**src/rtl/wiper_step_pkg.sv**
```systemverilog
package wiper_step_pkg;

    // Controller states
    typedef enum logic [1:0] {
        ST_IDLE   = 2'd0,  // no session
        ST_SETTLE = 2'd1,  // armed while clock line high, wait for fall
        ST_LOW    = 2'd2,  // clock line low, ready for a rise
        ST_HIGH   = 2'd3   // step issued, clock line high
    } step_state_t;

    // Events derived from the synchronised lines
    typedef struct packed {
        logic scl_rise;
        logic scl_fall;
        logic bus_cond;   // data edge with clock line stable high
        logic scl_lvl;
        logic sda_lvl;
    } line_events_t;

endpackage

```
**src/rtl/bus_sync.sv**
```systemverilog
module bus_sync #(
    parameter int   STAGES    = 2,
    parameter int   WIDTH     = 2,
    parameter logic RESET_VAL = 1'b1
) (
    input  logic             clk,
    input  logic             rst_n,
    input  logic [WIDTH-1:0] din,
    output logic [WIDTH-1:0] dout
);

    localparam int LAST = STAGES - 1;

    logic [WIDTH-1:0] chain [STAGES];

    genvar g;
    generate
        for (g = 0; g < STAGES; g++) begin : g_stage
            always_ff @(posedge clk or negedge rst_n) begin
                if (!rst_n) begin
                    chain[g] <= {WIDTH{RESET_VAL}};
                end else begin
                    if (g == 0) begin
                        chain[g] <= din;
                    end else begin
                        chain[g] <= chain[(g == 0) ? 0 : g - 1];
                    end
                end
            end
        end
    endgenerate

    assign dout = chain[LAST];

endmodule

```
**src/rtl/line_events.sv**
```systemverilog
module line_events
    import wiper_step_pkg::*;
(
    input  logic         clk,
    input  logic         rst_n,
    input  logic         scl_s,
    input  logic         sda_s,
    output line_events_t ev
);

    logic scl_d;
    logic sda_d;

    always_ff @(posedge clk or negedge rst_n) begin
        if (!rst_n) begin
            scl_d <= 1'b1;
            sda_d <= 1'b1;
        end else begin
            scl_d <= scl_s;
            sda_d <= sda_s;
        end
    end

    always_comb begin
        ev.scl_rise = scl_s & ~scl_d;
        ev.scl_fall = ~scl_s & scl_d;
        // a data edge only counts as stop/start with the clock line high both cycles
        ev.bus_cond = (sda_s ^ sda_d) & scl_s & scl_d;
        ev.scl_lvl  = scl_s;
        ev.sda_lvl  = sda_s;
    end

endmodule

```
**src/rtl/step_fsm.sv**
```systemverilog
module step_fsm
    import wiper_step_pkg::*;
(
    input  logic         clk,
    input  logic         rst_n,
    input  logic         arm,
    input  line_events_t ev,
    output logic         active,
    output logic         step_up,
    output logic         step_dn
);

    step_state_t state;
    step_state_t state_nxt;
    logic        fire;

    // state register
    always_ff @(posedge clk or negedge rst_n) begin
        if (!rst_n) begin
            state <= ST_IDLE;
        end else begin
            state <= state_nxt;
        end
    end

    // next state and step decision
    always_comb begin
        state_nxt = state;
        fire      = 1'b0;
        unique case (state)
            ST_IDLE: begin
                if (arm) begin
                    state_nxt = ev.scl_lvl ? ST_SETTLE : ST_LOW;
                end
            end
            ST_SETTLE: begin
                if (ev.bus_cond) begin
                    state_nxt = ST_IDLE;
                end else if (ev.scl_fall) begin
                    state_nxt = ST_LOW;
                end
            end
            ST_LOW: begin
                if (ev.scl_rise) begin
                    fire      = 1'b1;
                    state_nxt = ST_HIGH;
                end
            end
            ST_HIGH: begin
                if (ev.bus_cond) begin
                    state_nxt = ST_IDLE;
                end else if (ev.scl_fall) begin
                    state_nxt = ST_LOW;
                end
            end
            default: state_nxt = ST_IDLE;
        endcase
    end

    // registered outputs
    always_ff @(posedge clk or negedge rst_n) begin
        if (!rst_n) begin
            active  <= 1'b0;
            step_up <= 1'b0;
            step_dn <= 1'b0;
        end else begin
            active  <= (state_nxt != ST_IDLE);
            step_up <= fire & ev.sda_lvl;
            step_dn <= fire & ~ev.sda_lvl;
        end
    end

endmodule

```
**src/rtl/wiper_step_ctrl.sv**
```systemverilog
module wiper_step_ctrl
    import wiper_step_pkg::*;
#(
    parameter int SYNC_STAGES = 2
) (
    input  logic clk,
    input  logic rst_n,
    input  logic arm,
    input  logic scl_in,
    input  logic sda_in,
    output logic active,
    output logic step_up,
    output logic step_dn
);

    localparam int LINES = 2;

    logic [LINES-1:0] lines_s;
    line_events_t     ev;

    bus_sync #(
        .STAGES    (SYNC_STAGES),
        .WIDTH     (LINES),
        .RESET_VAL (1'b1)
    ) u_sync (
        .clk   (clk),
        .rst_n (rst_n),
        .din   ({scl_in, sda_in}),
        .dout  (lines_s)
    );

    line_events u_events (
        .clk   (clk),
        .rst_n (rst_n),
        .scl_s (lines_s[1]),
        .sda_s (lines_s[0]),
        .ev    (ev)
    );

    step_fsm u_fsm (
        .clk     (clk),
        .rst_n   (rst_n),
        .arm     (arm),
        .ev      (ev),
        .active  (active),
        .step_up (step_up),
        .step_dn (step_dn)
    );

endmodule

```
**config.mk**
```make
export PLATFORM = sky130hd
export DESIGN_NAME = wiper_step_ctrl
export DESIGN_NICKNAME = d
export VERILOG_FILES = /design/src/rtl/wiper_step_pkg.sv /design/src/rtl/bus_sync.sv /design/src/rtl/line_events.sv /design/src/rtl/step_fsm.sv /design/src/rtl/wiper_step_ctrl.sv
export SDC_FILE = /design/constraint.sdc
export NUM_CORES = 1
export LEC_CHECK = 0
export ABC_CLOCK_PERIOD_IN_PS = 2860
export BUFFER_PORTS_ARGS = -buffer_cell sky130_fd_sc_hd__buf_2
export CAP_MARGIN = 15
export CORE_AREA = 2 2 39 41
export CTS_CLUSTER_SIZE = 10
export DETAILED_ROUTE_END_ITERATION = 16
export DIE_AREA = 0 0 41 43
export PLACE_DENSITY = 0.45
export SLEW_MARGIN = 20
export SYNTH_ARGS = -nofsm -noshare
export SYNTH_HDL_FRONTEND = slang
export SYNTH_SLANG_ARGS = --single-unit
```
**constraint.sdc**
```tcl
create_clock -name clk -period 2.86 [get_ports clk]
set_clock_uncertainty 0.1 [all_clocks]
set_input_delay 0.143 -clock clk [delete_from_list [all_inputs] [get_ports clk]]
set_output_delay 0.143 -clock clk [all_outputs]
set_load 0.02 [all_outputs]
```
==> out/results.ini, run 1 <==
[routing]
highest-signal-layer = met4
ant_nets = 0
number_of_vias_after_detailed_routing = 262
drt-initial-drc-count = 0
drt-vias-per-instance = 4.60
wl_met3_um = 41
wl_met2_um = 299
met1_length_um = 250
drc = 0
route.final.wire_length_um = 616
first_pass_iters = 1
post_drt_wl_per_cell_um = 10.8

[setup_path]
timing.critical_path.slowest_stage_cell = sky130_fd_sc_hd__dfstp_2
cp.arrival_ns = 1.32
timing.critical_path.fanout_max = 4
cpPeakStageDelay_ns = 0.56
setup.worst_path.end_class = register
crit_buf_inv = 0
critical_path_start_end_classification = reg -> reg
setup.worst_path.start_class = register
critical_path_cell_count = 3
timing.critical_path.cells = xor2_1 -> and4_4 -> nor3_2
worst_r2r_path_depth = 3
cp.required_ns = 2.91
critical-path-top-delay-family = flip-flops

[timing]
timing_worst_slew_pin_value_ns = 0.287
fin_ws_ns = 1.59
hold_violations = 0
setup_total_negative_slack_ns = 0
timing.fmax_mhz = 788
finalMaxSlewViolations = 0
post_layout_minimum_cycle_time_ns = 1.27
timing.final.setup_violations = 0
timing.max_slew.rel_slack = 0.809
final.hold.worst_slack_ns = 0.158
min_period_over_period = 0.443
rsz0062_at_grt = no

[grt]
grt_first_pass_wirelength_um = 1060
grt_usage = 0.0990
final_global_route_overflow_total = 0
grt_max_degree = 12
antenna_found_initial = 0
grt_pass1_vias = 286

[floorplanning]
core.rowCount = 14
ioPinCount = 8
fp.dieArea_um2 = 1760
core_area_um2 = 1380
width_of_the_die_um = 41
die_h_um = 43
starting_density_of_the_core = 0.284

[logic_synthesis]
yosys.cell_types.count = 16
synth.yosys.seq_area_share = 0.720
ys_top_cells_by_area = sky130_fd_sc_hd__dfstp_2, sky130_fd_sc_hd__dfrtp_1, sky130_fd_sc_hd__a211oi_2, sky130_fd_sc_hd__and4_4, sky130_fd_sc_hd__nor3_2
number_of_nets_produced_by_synthesis = 31
average_footprint_of_a_synthesized_cell_um2 = 15.1
synthesis.yosys.warnings = 0
postSynthRegisterBits = 11
synthDominantCellAreaShare = 0.401
mapped_cells = 26
synth.largest_area_cell = sky130_fd_sc_hd__dfstp_2
synth.cell_area_um2 = 393

[clocking]
clock_pin_slew_of_the_registers_on_the_worst_case_setup_and_hold_paths_ns = 0.07
clock_insertion_delay_worst_skew_ns = 0.27
cts-htree-levels = 1
tritoncts = done
cts_resized = 0
cts_inserted_buffers = 3
clock_sink_count = 11
cts.path.max_buffers = 2
cts-root-buf = sky130_fd_sc_hd__clkbuf_4

[layout]
layout-area-overhead-vs-synth_pct = 30.9
fin_cells = 57
fillerInstances = 144
design.final.nets = 47
final_core_area_utilization = 0.372
fraction_of_layout_cells_with_a_size_suffix_above_1 = 0.512
diodes_inserted = 0

[pwr]
power.static_leakage_nw = 0.225
vdd.ir_drop.worst_uv = 256
p_per_area_nw_per_um2 = 746

[placed_design]
place_congestion = 0.652
placement.setup.worst_slack_ns = 1.60
dp_cells = 49
port_buffers = 7
dp_hpwl_um = 445

[worst_hold_path]
hp-class = in -> async

[flow_run]
timing.max_cap.violations = 0

[status]
status = finished clean

[placed cells by master (no fill, tap or decap)]
master and count:
sky130_fd_sc_hd__nand2_1 2, sky130_fd_sc_hd__and4_4 1, sky130_fd_sc_hd__nor2_1 1, sky130_fd_sc_hd__clkbuf_4 3, sky130_fd_sc_hd__dlygate4sd3_1 4, sky130_fd_sc_hd__xor2_1 1, sky130_fd_sc_hd__nor2b_2 1, sky130_fd_sc_hd__dfrtp_1 5
sky130_fd_sc_hd__a21o_2 1, sky130_fd_sc_hd__a211oi_2 1, sky130_fd_sc_hd__clkbuf_1 1, sky130_fd_sc_hd__nor3_2 1, sky130_fd_sc_hd__and2b_1 1, sky130_fd_sc_hd__buf_2 7, sky130_fd_sc_hd__o22ai_1 1, sky130_fd_sc_hd__dfstp_2 6
sky130_fd_sc_hd__nor3_1 1, sky130_fd_sc_hd__nor4b_1 1, sky130_fd_sc_hd__nor4_1 1, sky130_fd_sc_hd__a21oi_1 1
[logic make-up after synthesis]
kind of cell	share of synthesized area
flip-flops	0.720
XOR/XNOR	0.0223
AND/OR/NAND/NOR	0.175
AO/OA/AOI/OAI	0.0828
[path summary, 6_finish.rpt]
kind | from | to | slack, ns
setup / recovery | u_sync.dout[0]$_DFF_PN1_ | u_fsm.state[1]$_DFF_PN0_ | 1.59
hold / removal | rst_n | u_fsm.step_dn$_DFF_PN0_ | 0.16
setup reg to reg | u_sync.dout[0]$_DFF_PN1_ | u_fsm.state[1]$_DFF_PN0_ | 1.59
hold reg to reg | u_sync.chain[2]$_DFF_PN1_ | u_sync.dout[0]$_DFF_PN1_ | 0.26
max in group asynchronous | rst_n | u_sync.chain[3]$_DFF_PN1_ | 2.24
min in group clk | u_sync.chain[2]$_DFF_PN1_ | u_sync.dout[0]$_DFF_PN1_ | 0.26
[metal layers]
metal / vias up / GRT usage
li1: 124 / -
met1: 125 / 0.0847
met2: 10 / 0.150
met3: 3 / 0.0471
met4: 0 / 0.100
met5: - / 0
[registers in the layout (all words and copies together), names as in the netlist]
name,count
u_fsm.step_dn,1
u_sync.dout,2
u_events.sda_d,1
u_sync.chain,2
u_fsm.step_up,1
u_fsm.active,1
u_events.scl_d,1
u_fsm.state,2
[timing repair]
item | CTS | global route
setup buffers | 0 | 0
hold endpoints to repair | 14 | 0
hold buffers | 4 | 0
[cell usage after synthesis]
cell type	n
sky130_fd_sc_hd__dfrtp_1	5
sky130_fd_sc_hd__nand2_1	2
sky130_fd_sc_hd__nor3_2	1
sky130_fd_sc_hd__o22ai_1	1
sky130_fd_sc_hd__xor2_1	1
sky130_fd_sc_hd__nor3_1	1
sky130_fd_sc_hd__nor2b_2	1
sky130_fd_sc_hd__and2b_1	1
sky130_fd_sc_hd__a21oi_1	1
sky130_fd_sc_hd__a211oi_2	1
sky130_fd_sc_hd__nor4b_1	1
sky130_fd_sc_hd__a21o_2	1
sky130_fd_sc_hd__dfstp_2	6
sky130_fd_sc_hd__nor4_1	1
sky130_fd_sc_hd__and4_4	1
sky130_fd_sc_hd__nor2_1	1
[report_power, final]
group / switching [mW] / leakage [nW] / internal [mW]
sequential: 0.0285 / 0.124 / 0.182
combinational: 0.0332 / 0.0857 / 0.0363
clock: 0.0500 / 0.0150 / 0.0540
total: 0.112 / 0.225 / 0.272
[final cells by class]
cell class	count	area (µm²)	area share
clock buffers	4	26.3	0.0511
multi-input cells	15	110	0.214
flip-flops and latches	11	283	0.550
well taps	16	20.0	0.0389
repair buffers	11	75.1	0.146
[stage by stage]
| step | area, µm² | total power [mW] |
|---|---|---|
| 3_3_place_gp | 448 | 0.277 |
| 5_1_grt | 514 | 0.410 |
| 3_5_place_dp | 448 | 0.280 |
| 4_1_cts | 514 | 0.392 |
| 2_1_floorplan | 393 | 0.256 |
| 6_report | 514 | 0.384 |
Note: power is estimated with default switching activity, not from simulation.
==> run 2, diff against run 1 <==
--- a/config.mk
+++ b/config.mk
@@ -5,14 +5,14 @@
 export SDC_FILE = /design/constraint.sdc
 export NUM_CORES = 1
 export LEC_CHECK = 0
-export ABC_CLOCK_PERIOD_IN_PS = 2860
+export ABC_CLOCK_PERIOD_IN_PS = 1100
 export BUFFER_PORTS_ARGS = -buffer_cell sky130_fd_sc_hd__buf_2
 export CAP_MARGIN = 15
 export CORE_AREA = 2 2 39 41
 export CTS_CLUSTER_SIZE = 10
 export DETAILED_ROUTE_END_ITERATION = 16
 export DIE_AREA = 0 0 41 43
-export PLACE_DENSITY = 0.45
+export PLACE_DENSITY = 0.47
 export SLEW_MARGIN = 20
 export SYNTH_ARGS = -nofsm -noshare
 export SYNTH_HDL_FRONTEND = slang
==> constraint.sdc (replaced) <==
create_clock -name clk -period 1.1 [get_ports clk]
set_clock_uncertainty 0.1 [all_clocks]
set_input_delay 0.055 -clock clk [delete_from_list [all_inputs] [get_ports clk]]
set_output_delay 0.055 -clock clk [all_outputs]
set_load 0.02 [all_outputs]
==> out/results.ini, run 2 (same netlist as run 1, synthesis figures left out) <==
[setup_path]
timing.critical_path.cells = xor2_2 -> and4_4 -> nor3_2
setup.worst_path.end_class = register
cp.arrival_ns = 1.26
timing.critical_path.slowest_stage_cell = sky130_fd_sc_hd__dfstp_2
timing.critical_path.fanout_max = 2
cpPeakStageDelay_ns = 0.56
critical_path_start_end_classification = reg -> reg
critical-path-top-delay-family = flip-flops
setup.worst_path.start_class = register
crit_buf_inv = 0
cp.required_ns = 1.15

[placed_design]
detailed_place.area_um2 = 463
dp_cells = 51
placement.setup.worst_slack_ns = -0.129
port_buffers = 7
dp_hpwl_um = 428
place_congestion = 0.684

[floorplanning]
core_area_um2 = 1380
ioPinCount = 8
width_of_the_die_um = 41
fp.dieArea_um2 = 1760
starting_density_of_the_core = 0.284
die_h_um = 43
core.rowCount = 14

[routing]
first_pass_iters = 2
drt-initial-drc-count = 3
post_drt_wl_per_cell_um = 10.8
number_of_vias_after_detailed_routing = 271
route.final.wire_length_um = 650
ant_nets = 0
drt-vias-per-instance = 4.52
drc = 0

[timing]
timing.max_slew.rel_slack = 0.785
timing.final.setup_violations = 3
timing_worst_slew_pin_value_ns = 0.322
finalMaxSlewViolations = 0
timing.fmax_mhz = 830
fin_ws_ns = -0.105
setup_total_negative_slack_ns = -0.307
rsz0062_at_grt = yes
post_layout_minimum_cycle_time_ns = 1.21
hold_violations = 0
min_period_over_period = 1.10
final.hold.worst_slack_ns = 0.0836

[pwr]
pwr-share-comb = 0.229
clkPwrFrac = 0.249
vdd.ir_drop.worst_uv = 705
p_per_area_nw_per_um2 = 1870
power_switching_mw = 0.307
post-layout-total-power_mw = 1.05
sequentialPowerShare = 0.522
internal-power_mw = 0.742
netSwitchingFraction = 0.293
power.static_leakage_nw = 0.243

[clocking]
cts-root-buf = sky130_fd_sc_hd__clkbuf_4
cts_inserted_buffers = 3
clock_pin_slew_of_the_registers_on_the_worst_case_setup_and_hold_paths_ns = 0.07
clock_insertion_delay_worst_skew_ns = 0.26
cts-htree-levels = 1
tritoncts = done
clock_sink_count = 11
cts.path.max_buffers = 2

[grt]
grt_usage = 0.101
antenna_found_initial = 0
final_global_route_overflow_total = 0
grt_max_degree = 12
grt_pass1_vias = 265
grt_first_pass_wirelength_um = 1070

[worst_hold_path]
hp-class = in -> async

[layout]
final_common_cell = sky130_fd_sc_hd__buf_2
diodes_inserted = 0
postLayoutCellArea_um2 = 562
layout.cells.most_common_list = sky130_fd_sc_hd__buf_2, sky130_fd_sc_hd__dfstp_2, sky130_fd_sc_hd__dfrtp_1
fin_cells = 60
fraction_of_layout_cells_with_a_size_suffix_above_1 = 0.659
design.final.nets = 50
layout-area-overhead-vs-synth_pct = 43.0
final_core_area_utilization = 0.406

[flow_run]
timing.max_cap.violations = 0

[status]
status = finished, violations left
failed_checks = setup timing

## run 2: area by class of cell
| cell class | count | area [µm²] |
|---|---|---|
| tap | 16 | 20.0 |
| fill | 142 | 822 |
| multi-input combinational | 15 | 135 |
| timing repair buffer | 14 | 97.6 |
| clock buffer | 4 | 26.3 |
| sequential | 11 | 283 |
## run 2: per-layer routing
metal	global-route usage	vias up	part of all wire
met4	0.0800	0	0.011
li1	-	129	-
met2	0.125	7	0.52
met5	0	-	0
met1	0.117	133	0.41
met3	0.0628	2	0.055
## run 2: final timing paths
path	from	end	slack (ns)	cells past startpoint
min in group clk	u_sync.chain[3]$_DFF_PN1_	u_sync.dout[1]$_DFF_PN1_	0.26	0
min reg2reg	u_sync.chain[3]$_DFF_PN1_	u_sync.dout[1]$_DFF_PN1_	0.26	0
max reg2reg	u_sync.dout[0]$_DFF_PN1_	u_fsm.state[1]$_DFF_PN0_	-0.11	3
max	u_sync.dout[0]$_DFF_PN1_	u_fsm.state[1]$_DFF_PN0_	-0.11	3
min	rst_n	u_fsm.step_dn$_DFF_PN0_	0.08	2
max in group asynchronous	rst_n	u_sync.chain[3]$_DFF_PN1_	0.55	2
## run 2: worst register-to-register path, cell delays in order (launching register included)
cell and delay (ns):
sky130_fd_sc_hd__dfstp_2 0.56, sky130_fd_sc_hd__xor2_2 0.16, sky130_fd_sc_hd__and4_4 0.24, sky130_fd_sc_hd__nor3_2 0.04
## run 2: power groups by stage
| stage | Clock, mW | Combinational, mW | Sequential [mW] |
|---|---|---|---|
| 3_3_place_gp | 0 | 0.205 | 0.540 |
| 4_1_cts | 0.280 | 0.226 | 0.538 |
| 2_1_floorplan | 0 | 0.108 | 0.558 |
| 6_report | 0.261 | 0.240 | 0.548 |
| 5_1_grt | 0.306 | 0.266 | 0.559 |
| 3_5_place_dp | 0 | 0.212 | 0.543 |
## run 2: timing repair
item	in CTS	in global routing
hold buffers	4	0
endpoints found under the hold margin	14	0
resized for setup	1	4
setup buffers	0	1
setup endpoints to repair	4	5
==> run 3, diff against run 2 <==
--- a/config.mk
+++ b/config.mk
@@ -7,12 +7,13 @@
 export LEC_CHECK = 0
 export ABC_CLOCK_PERIOD_IN_PS = 1100
 export BUFFER_PORTS_ARGS = -buffer_cell sky130_fd_sc_hd__buf_2
-export CAP_MARGIN = 15
+export CAP_MARGIN = 10
 export CORE_AREA = 2 2 39 41
+export CTS_CLUSTER_DIAMETER = 30
 export CTS_CLUSTER_SIZE = 10
 export DETAILED_ROUTE_END_ITERATION = 16
 export DIE_AREA = 0 0 41 43
-export PLACE_DENSITY = 0.47
+export PLACE_DENSITY_LB_ADDON = 0.2
 export SLEW_MARGIN = 20
 export SYNTH_ARGS = -nofsm -noshare
 export SYNTH_HDL_FRONTEND = slang
==> out/results.ini, run 3 (same netlist as run 1, synthesis figures left out) <==
[setup_path]
setup.worst_path.start_class = register
worstSetupEndpoint = u_fsm.active$_DFF_PN0_
critical_path_start_end_classification = reg -> reg
reg2reg_setup_slack_ns = -0.08
worst_r2r_path_depth = 3
crit-reg2reg-launch = u_sync.dout[0]$_DFF_PN1_
cp.arrival_ns = 1.22
crit_path_start = u_sync.dout[0]$_DFF_PN1_
cp.required_ns = 1.15
r2r-end = u_fsm.active$_DFF_PN0_
setup.worst_path.end_class = register
timing.critical_path.fanout_max = 2

[pwr]
post-layout-total-power_mw = 0.991
internal-power_mw = 0.710
p_per_area_nw_per_um2 = 1870
clkPwrFrac = 0.258
power_switching_mw = 0.280
sequentialPowerShare = 0.554
vdd.ir_drop.worst_uv = 1060
power.static_leakage_nw = 0.231
netSwitchingFraction = 0.283
pwr-share-comb = 0.188

[status]
failed_checks = setup timing
status = finished, violations left

[clocking]
clock_pin_slew_of_the_registers_on_the_worst_case_setup_and_hold_paths_ns = 0.06
tritoncts = done
cts-htree-levels = 1
clock_sink_count = 11
cts-root-buf = sky130_fd_sc_hd__clkbuf_4
clock_insertion_delay_worst_skew_ns = 0.26
cts.path.max_buffers = 2
cts_inserted_buffers = 3
post-cts-setup-buffer-count = 0

[routing]
first_pass_iters = 2
number_of_vias_after_detailed_routing = 262
ant_nets = 0
route.final.wire_length_um = 576
drc = 0
post_drt_wl_per_cell_um = 9.93
drt-vias-per-instance = 4.52
drt-initial-drc-count = 2

[grt]
grt_pass1_vias = 277
grt_first_pass_wirelength_um = 1060
final_global_route_overflow_total = 0
grt_max_degree = 12
antenna_found_initial = 0
grt_usage = 0.0980

[timing]
timing_worst_slew_pin_value_ns = 0.277
hold_violations = 0
timing.final.setup_violations = 4
setup_total_negative_slack_ns = -0.260
rsz0062_at_grt = yes
timing.fmax_mhz = 849
final.hold.worst_slack_ns = 0.0784
timing.max_slew.rel_slack = 0.813
post_layout_minimum_cycle_time_ns = 1.18
finalMaxSlewViolations = 0
fin_ws_ns = -0.0785
min_period_over_period = 1.07

[placed_design]
dp_hpwl_um = 437
place_congestion = 0.628
port_buffers = 7

[layout]
layout-area-overhead-vs-synth_pct = 34.7
diodes_inserted = 0
fraction_of_layout_cells_with_a_size_suffix_above_1 = 0.548
multi_input_area_um2 = 118
regArea_um2 = 283
design.final.nets = 48
final_common_cell = sky130_fd_sc_hd__buf_2
layout.cells.most_common_list = sky130_fd_sc_hd__buf_2, sky130_fd_sc_hd__dfstp_2, sky130_fd_sc_hd__dfrtp_1
fillerInstances = 135

[floorplanning]
die_h_um = 43
fp.dieArea_um2 = 1760
core.rowCount = 14
width_of_the_die_um = 41
core_area_um2 = 1380
starting_density_of_the_core = 0.284
ioPinCount = 8

[worst_hold_path]
hp-class = in -> async

[flow_run]
timing.max_cap.violations = 0

-- run 3: changes by cell type in the layout (fill, tap and decap cells not counted), sizes merged --
cell and change:
buf -2
-- run 3: layout make-up --
| type | instances | share of cell area |
|---|---|---|
| tap | 16 | 0.0378 |
| clock buffer | 4 | 0.0496 |
| sequential | 11 | 0.534 |
| multi-input combinational | 15 | 0.222 |
| timing repair buffer | 12 | 0.156 |
-- run 3: worst min-delay path by stage --
stage / startpoint / endpoint / slack [ns] / cells after the start
finish: rst_n / u_fsm.step_up$_DFF_PN0_ / 0.08 / 2
CTS: rst_n / u_fsm.step_dn$_DFF_PN0_ / 0.08 / 2
detailed placement: rst_n / u_fsm.step_dn$_DFF_PN0_ / -0.17 / 1
global placement: rst_n / u_fsm.step_dn$_DFF_PN0_ / -0.17 / 1
floorplan: rst_n / u_fsm.active$_DFF_PN0_ / -0.34 / 0
global route: rst_n / u_fsm.state[0]$_DFF_PN0_ / 0.10 / 2
-- run 3: what timing repair did --
item / CTS / global route
hold endpoints to repair: 14 / 0
resized for setup: 1 / 0
pin swaps: 2 / 2
hold buffers: 4 / 0
endpoints found under the setup margin: 4 / 5
-- run 3: power by group through the flow --
stage	sequential, mW	clock (mW)	combinational (mW)
6_report	0.549	0.255	0.186
5_1_grt	0.559	0.294	0.209
4_1_cts	0.548	0.272	0.189
3_5_place_dp	0.554	0	0.177
3_3_place_gp	0.548	0	0.171
2_1_floorplan	0.558	0	0.108
-- run 3: per-layer routing --
layer / global-route usage / part of all wire / up-vias
met1: 0.0881 / 0.38 / 128
met5: 0 / 0 / -
met2: 0.144 / 0.53 / 9
met4: 0.0600 / 0.014 / 0
li1: - / - / 123
met3: 0.0785 / 0.080 / 2
-- run 3: worst max-delay path, cell delays in order, from the launching register on --
cell and delay (ns):
sky130_fd_sc_hd__dfstp_2 0.55, sky130_fd_sc_hd__xor2_2 0.14, sky130_fd_sc_hd__and4_4 0.23, sky130_fd_sc_hd__nor2_1 0.04
-- run 3: per-stage QoR --
stage | cell area, µm² | std cells | utilization | worst slack (ns)
final | 529 | 58 | 0.382 | -0.0785
after global routing | 529 | 58 | 0.382 | -0.142
after CTS | 529 | 58 | 0.382 | -0.106
after detailed placement | 455 | 50 | 0.329 | -0.112
after global placement | 455 | 50 | 0.329 | -0.107
after floorplan | 393 | 26 | - | -0.0801
